==> src/rtl/csr_shadow_pkg.sv <==
package csr_shadow_pkg;

    localparam int unsigned DEF_DW     = 16;
    localparam int unsigned DEF_AW     = 6;
    localparam int unsigned DEF_NCFG   = 16;
    localparam int unsigned DEF_NSTAT  = 4;

    typedef enum logic [1:0] {
        PATH_NONE = 2'd0,
        PATH_CFG  = 2'd1,
        PATH_STAT = 2'd2
    } path_e;

    function automatic int unsigned idx_width(input int unsigned n);
        return (n > 1) ? $clog2(n) : 1;
    endfunction

    function automatic logic [63:0] cfg_reset_word(input int unsigned idx);
        return 64'h5A00 + 64'h0101 * 64'(idx);
    endfunction

endpackage

==> src/rtl/csr_addr_decode.sv <==
module csr_addr_decode
    import csr_shadow_pkg::*;
#(
    parameter int unsigned AW     = DEF_AW,
    parameter int unsigned NCFG   = DEF_NCFG,
    parameter int unsigned NSTAT  = DEF_NSTAT,
    parameter int unsigned CIW    = idx_width(NCFG),
    parameter int unsigned SIW    = idx_width(NSTAT)
) (
    input  logic [AW-1:0]  addr,
    output path_e          path,
    output logic [CIW-1:0] cfg_idx,
    output logic [SIW-1:0] stat_idx
);
    localparam logic [AW:0] CFG_END  = (AW+1)'(NCFG);
    localparam logic [AW:0] STAT_END = (AW+1)'(NCFG + NSTAT);

    logic [AW:0] addr_x;
    assign addr_x = {1'b0, addr};

    always_comb begin
        path     = PATH_NONE;
        cfg_idx  = '0;
        stat_idx = '0;
        if (addr_x < CFG_END) begin
            path    = PATH_CFG;
            cfg_idx = CIW'(addr);
        end else if (addr_x < STAT_END) begin
            path     = PATH_STAT;
            stat_idx = SIW'(addr_x - CFG_END);
        end
    end
endmodule

==> src/rtl/csr_shadow_ram.sv <==
module csr_shadow_ram #(
    parameter int unsigned DW    = 16,
    parameter int unsigned DEPTH = 16,
    parameter int unsigned IW    = 4
) (
    input  logic          clk,
    input  logic          en,
    input  logic          we,
    input  logic [IW-1:0] addr,
    input  logic [DW-1:0] wdata,
    output logic [DW-1:0] rdata
);
    logic [DW-1:0] mem [DEPTH];

    always_ff @(posedge clk) begin
        if (en) begin
            if (we) begin
                mem[addr] <= wdata;
            end else begin
                rdata <= mem[addr];
            end
        end
    end
endmodule

==> src/rtl/csr_cfg_regs.sv <==
module csr_cfg_regs
    import csr_shadow_pkg::*;
#(
    parameter int unsigned DW   = DEF_DW,
    parameter int unsigned NCFG = DEF_NCFG,
    parameter int unsigned CIW  = idx_width(NCFG)
) (
    input  logic             clk,
    input  logic             rst,
    input  logic             we,
    input  logic [CIW-1:0]   idx,
    input  logic [DW-1:0]    wdata,
    output logic [NCFG*DW-1:0] q,
    output logic [NCFG-1:0]  written
);
    for (genvar i = 0; i < NCFG; i++) begin : g_word
        localparam logic [63:0] RV = cfg_reset_word(i);
        logic hit;
        assign hit = we && (idx == CIW'(i));

        always_ff @(posedge clk) begin
            if (rst) begin
                q[i*DW +: DW] <= RV[DW-1:0];
                written[i]    <= 1'b0;
            end else if (hit) begin
                q[i*DW +: DW] <= wdata;
                written[i]    <= 1'b1;
            end
        end
    end
endmodule

==> src/rtl/csr_stat_mux.sv <==
module csr_stat_mux #(
    parameter int unsigned DW    = 16,
    parameter int unsigned NSTAT = 4,
    parameter int unsigned SIW   = 2
) (
    input  logic                clk,
    input  logic                rst,
    input  logic                rd_en,
    input  logic [SIW-1:0]      idx,
    input  logic [NSTAT*DW-1:0] stat_in,
    output logic [DW-1:0]       q
);
    logic [DW-1:0] words [NSTAT];

    for (genvar k = 0; k < NSTAT; k++) begin : g_split
        assign words[k] = stat_in[k*DW +: DW];
    end

    always_ff @(posedge clk) begin
        if (rst) begin
            q <= '0;
        end else if (rd_en) begin
            q <= words[idx];
        end
    end
endmodule

==> src/rtl/csr_shadow_file.sv <==
module csr_shadow_file
    import csr_shadow_pkg::*;
#(
    parameter int unsigned DW    = DEF_DW,
    parameter int unsigned AW    = DEF_AW,
    parameter int unsigned NCFG  = DEF_NCFG,
    parameter int unsigned NSTAT = DEF_NSTAT
) (
    input  logic                clk,
    input  logic                rst,
    input  logic [AW-1:0]       bus_addr,
    input  logic                bus_rd,
    input  logic                bus_wr,
    input  logic [DW-1:0]       bus_wdata,
    output logic [DW-1:0]       bus_rdata,
    output logic [NCFG*DW-1:0]  cfg_q,
    input  logic [NSTAT*DW-1:0] stat_in
);
    localparam int unsigned CIW = idx_width(NCFG);
    localparam int unsigned SIW = idx_width(NSTAT);

    path_e          path;
    logic [CIW-1:0] cfg_idx;
    logic [SIW-1:0] stat_idx;
    logic           rd_go;
    logic           cfg_we;
    logic           ram_en;
    logic [DW-1:0]  ram_q;
    logic [DW-1:0]  stat_q;
    logic [NCFG-1:0] written;

    path_e          path_q;
    logic           fresh_q;
    logic [DW-1:0]  rst_word_q;
    logic [DW-1:0]  rst_tab [NCFG];

    assign rd_go  = bus_rd && !bus_wr;
    assign cfg_we = bus_wr && (path == PATH_CFG);
    assign ram_en = (rd_go || bus_wr) && (path == PATH_CFG);

    for (genvar i = 0; i < NCFG; i++) begin : g_rst_tab
        localparam logic [63:0] RV = cfg_reset_word(i);
        assign rst_tab[i] = RV[DW-1:0];
    end

    csr_addr_decode #(
        .AW(AW), .NCFG(NCFG), .NSTAT(NSTAT), .CIW(CIW), .SIW(SIW)
    ) u_dec (
        .addr     (bus_addr),
        .path     (path),
        .cfg_idx  (cfg_idx),
        .stat_idx (stat_idx)
    );

    csr_cfg_regs #(
        .DW(DW), .NCFG(NCFG), .CIW(CIW)
    ) u_cfg (
        .clk     (clk),
        .rst     (rst),
        .we      (cfg_we),
        .idx     (cfg_idx),
        .wdata   (bus_wdata),
        .q       (cfg_q),
        .written (written)
    );

    csr_shadow_ram #(
        .DW(DW), .DEPTH(NCFG), .IW(CIW)
    ) u_ram (
        .clk   (clk),
        .en    (ram_en),
        .we    (bus_wr),
        .addr  (cfg_idx),
        .wdata (bus_wdata),
        .rdata (ram_q)
    );

    csr_stat_mux #(
        .DW(DW), .NSTAT(NSTAT), .SIW(SIW)
    ) u_stat (
        .clk     (clk),
        .rst     (rst),
        .rd_en   (rd_go && (path == PATH_STAT)),
        .idx     (stat_idx),
        .stat_in (stat_in),
        .q       (stat_q)
    );

    always_ff @(posedge clk) begin
        if (rst) begin
            path_q     <= PATH_NONE;
            fresh_q    <= 1'b0;
            rst_word_q <= '0;
        end else if (rd_go) begin
            path_q     <= path;
            fresh_q    <= (path == PATH_CFG) && !written[cfg_idx];
            rst_word_q <= rst_tab[cfg_idx];
        end
    end

    always_comb begin
        unique case (path_q)
            PATH_CFG:  bus_rdata = fresh_q ? rst_word_q : ram_q;
            PATH_STAT: bus_rdata = stat_q;
            default:   bus_rdata = '0;
        endcase
    end
endmodule

==> config.mk <==
export PLATFORM = sky130hd
export DESIGN_NAME = csr_shadow_file
export DESIGN_NICKNAME = d
export VERILOG_FILES = /design/src/rtl/csr_shadow_pkg.sv /design/src/rtl/csr_addr_decode.sv /design/src/rtl/csr_shadow_ram.sv /design/src/rtl/csr_cfg_regs.sv /design/src/rtl/csr_stat_mux.sv /design/src/rtl/csr_shadow_file.sv
export SDC_FILE = /design/constraint.sdc
export NUM_CORES = 1
export LEC_CHECK = 0
export BUFFER_PORTS_ARGS = -buffer_cell sky130_fd_sc_hd__buf_2
export CAP_MARGIN = 20
export CELL_PAD_IN_SITES_DETAIL_PLACEMENT = 1
export CELL_PAD_IN_SITES_GLOBAL_PLACEMENT = 2
export CORE_MARGIN = 2
export CORE_UTILIZATION = 36
export CTS_CLUSTER_SIZE = 28
export DETAILED_ROUTE_END_ITERATION = 8
export HOLD_SLACK_MARGIN = 0.1
export PLACE_DENSITY_LB_ADDON = 0.15
export REMOVE_ABC_BUFFERS = 1
export SLEW_MARGIN = 25
export SYNTH_ARGS = -nofsm -noshare
export SYNTH_HDL_FRONTEND = slang
export SYNTH_SLANG_ARGS = --single-unit
==> constraint.sdc <==
create_clock -name clk -period 2.4 [get_ports clk]
set_input_delay 0.12 -clock clk [delete_from_list [all_inputs] [get_ports clk]]
set_output_delay 0.12 -clock clk [all_outputs]
set_load 0.02 [all_outputs]
==> impl_metrics.py <==
metrics = {
    "run_status": {
        "outcome": "complete, no violations",
    },
    "route": {
        "dr.pass1.iters": 5,
        "num_vias": 17751,
        "avgRoutedWirePerCell_um": 22.8,
        "vias_per_cell": 5.20,
        "drtAntennaViolNets": 0,
        "totalWireLength_mm": 78.0,
        "drt_iter0_drc": 1078,
        "route.detailed.drc": 0,
    },
    "finish": {
        "area_growth_pct": 27.7,
        "drive_gt1_frac": 0.232,
        "diodes": 0,
        "final_common_cell": "nand2_1",
        "final_cell_mix": "nand2_1, buf_2, dfxtp_1",
        "final_util": 0.464,
        "design_area_sq_mm": 0.0287,
        "nets": 2616,
    },
    "place": {
        "dp_slack_ns": 0.205,
        "dpl.hpwl_mm": 49.7,
        "io_buffers": 361,
        "place_area_sq_mm": 0.0256,
        "finalWeightedCongestion": 0.809,
    },
    "sta": {
        "slew_violations": 0,
        "rsz0062_at_grt": "no",
        "tightestPinTransition_ns": 0.942,
        "fmax_ghz": 0.444,
        "finalHoldViolations": 0,
        "fin_skew_ns": 0.0146,
        "fin_crit_sh": 0.937,
        "setup_tns_ns": 0,
        "slew_headroom": 0.372,
        "finalWorstSetupSlack_ns": 0.150,
        "finalSetupViolations": 0,
        "fin_crit_ns": 2.25,
    },
    "global_routing": {
        "grtUsageTotal": 0.240,
        "grt_pass1_wl_mm": 116,
        "grt_max_degree": 165,
        "grt_pass1_vias": 18502,
        "gr-total-overflow": 0,
        "antenna_found_initial": 2,
    },
    "yosys": {
        "synth_ff_type": "dfxtp_1",
        "synth_area_sq_mm": 0.0224,
        "synth_edf_count": 272,
        "synthCells": 2084,
        "synth_seq_cells": 573,
        "ys_warn_count": 0,
        "yosysSeqAreaShare": 0.632,
        "synth.distinct_cells": 60,
        "postSynthAreaPerCell_sq_um": 10.8,
        "synthArstFlopShare": 0,
    },
    "floorplan": {
        "io-pin-count": 362,
        "rows": 91,
        "coreArea_sq_mm": 0.0617,
        "fp.dieH_um": 254,
        "die_w_um": 254,
        "initial_core_util": 0.364,
        "die-area_sq_mm": 0.0644,
    },
    "power": {
        "leakagePower_nw": 11.4,
        "power_frac_seq": 0.470,
        "powerDensity_mw_per_mm2": 766,
        "clkPwrFrac": 0.475,
        "p_int_mw": 17.0,
        "switchingPower_mw": 4.95,
        "power_frac_comb": 0.055,
        "switching_share": 0.226,
        "ir_drop_uv": 558,
    },
    "worst_setup_path": {
        "required_ns": 2.86,
        "critPathMaxFanout": 22,
        "cp_cell_sequence": "buf_2 > nor4b_2 > buf_4 > nand2_1 > a211oi_1 > dlygate4sd3_1 > o31ai_1",
        "crit_path_end_kind": "flip-flop",
        "critical_path_depth": 7,
        "rr_worst_depth": 4,
        "arrival_ns": 2.71,
        "critPathKind": "in -> reg",
        "critPathMaxStageDelay_ns": 0.61,
        "path_delay_family": "buffers and inverters",
        "critPathSlowestCell": "dlygate4sd3_1",
        "critPathBufInv": 3,
        "startpoint_type": "input port",
    },
    "worst_hold_path": {
        "whs_path_depth": 3,
        "hold_path_class": "in -> reg",
    },
    "cts": {
        "insertion_delay_ns": 0.60,
        "cts_buffer_depth": 3,
        "tritoncts": "built",
        "clkSinkCount": 573,
        "clk_pin_slew_ns": 0.06,
        "cts_root_buffer": "clkbuf_16",
        "cts_buffers": 66,
        "cts_max_level": 3,
    },
    "run": {
        "maxCapViolCount": 0,
    },
}
==> repair_timing <==
action | in CTS | in global routing
resized for setup | 0 | 2
buffers inserted | 0 | 0
setup endpoints to repair | 0 | 3
endpoints found under the hold margin | 144 | 0
hold buffers | 81 | 0
==> state kept, by name (all words and copies together), names as in the netlist <==
signal         cells
u_stat.q          16
u_cfg.q          256
u_ram.rdata       16
path_q             2
rst_word_q        10
u_cfg.written     16
fresh_q            1
u_ram.mem        256
==> layout make-up <==
type	instances	area [sq um]
clock inverter	30	359
inverter	33	129
fill	6757	33000
multi-input combinational	1308	7440
sequential	573	14200
clock buffer	92	1880
tap	837	1050
timing repair buffer	540	3610
==> stage by stage <==
stage,std cells,hold slack (ns),power (mW)
6_report,3413,0.133,21.9
5_1_grt,3413,0.168,22.6
4_1_cts,3413,0.111,22.2
3_5_place_dp,3210,0.441,11.6
3_3_place_gp,3210,0.434,11.6
2_1_floorplan,1914,0.189,10.9
==> power by group through the flow <==
stage	clock, mW	sequential [mW]	combinational, mW
5_1_grt	11.0	10.3	1.29
3_5_place_dp	0	10.5	1.12
6_report	10.4	10.3	1.20
4_1_cts	10.7	10.3	1.21
2_1_floorplan	0	10.5	0.340
3_3_place_gp	0	10.5	1.10
==> path summary, 6_finish.rpt <==
kind	startpoint	slack (ns)	endpoint
setup / recovery	bus_addr[4]	0.15	u_stat.q[13]
hold / removal	bus_wdata[2]	0.13	u_cfg.q[130]
setup reg to reg	u_ram.mem[5][1]	0.65	u_ram.rdata[1]
hold reg to reg	u_cfg.written[9]	0.45	u_cfg.written[9]
==> cell usage after synthesis (all sizes together) (3+ instances only) <==
cell type | n | area share
o21ai | 20 | 0.0045
and3 | 17 | 0.0047
or2 | 3 | 0.00084
clkbuf | 121 | 0.020
a31oi | 28 | 0.0078
clkinv | 5 | 0.0011
o2111ai | 3 | 0.0012
o21bai | 26 | 0.0087
nor2b | 32 | 0.0089
dfxtp | 301 | 0.27
o221ai | 3 | 0.0012
mux2i | 85 | 0.038
edfxtp | 272 | 0.36
buf | 49 | 0.011
a221o | 13 | 0.0058
o31ai | 15 | 0.0050
a22oi | 31 | 0.010
a211o | 32 | 0.012
nand3b | 66 | 0.022
and2 | 3 | 0.00084
ha | 4 | 0.0022
a22o | 13 | 0.0051
o211ai | 5 | 0.0021
a211oi | 18 | 0.0060
nor3 | 10 | 0.0022
nand4 | 3 | 0.00084
nand2 | 440 | 0.074
o22ai | 44 | 0.012
a21oi | 178 | 0.040
inv | 28 | 0.0047
nand3 | 10 | 0.0022
nor4b | 29 | 0.012
mux2 | 13 | 0.0065
nor2 | 144 | 0.024
==> tightest hold or removal path, delay by kind of cell <==
| family | cells | cell delay [ns] |
|---|---|---|
| compound gates | 1 | 0.05 |
| buf+inv | 1 | 0.35 |
| simple gates | 1 | 0.15 |
==> cell families after synthesis <==
family,synth area share
and+or+nand+nor,0.157
muxes,0.0464
DFF,0.632
adders and majority gates,0.00223
buffers and inverters,0.0369
AOI/OAI and AO/OA,0.125
==> per-layer routing <==
layer	GRT usage	up-vias	routed length, um	share of wire
met2	0.410	392	38200	0.49
met4	0.0701	2	1730	0.022
met3	0.0479	87	3920	0.050
met1	0.306	8994	34100	0.44
met5	0	-	12	0.00015
li1	-	8276	-	-
Note: power is estimated with default switching activity, not from simulation.
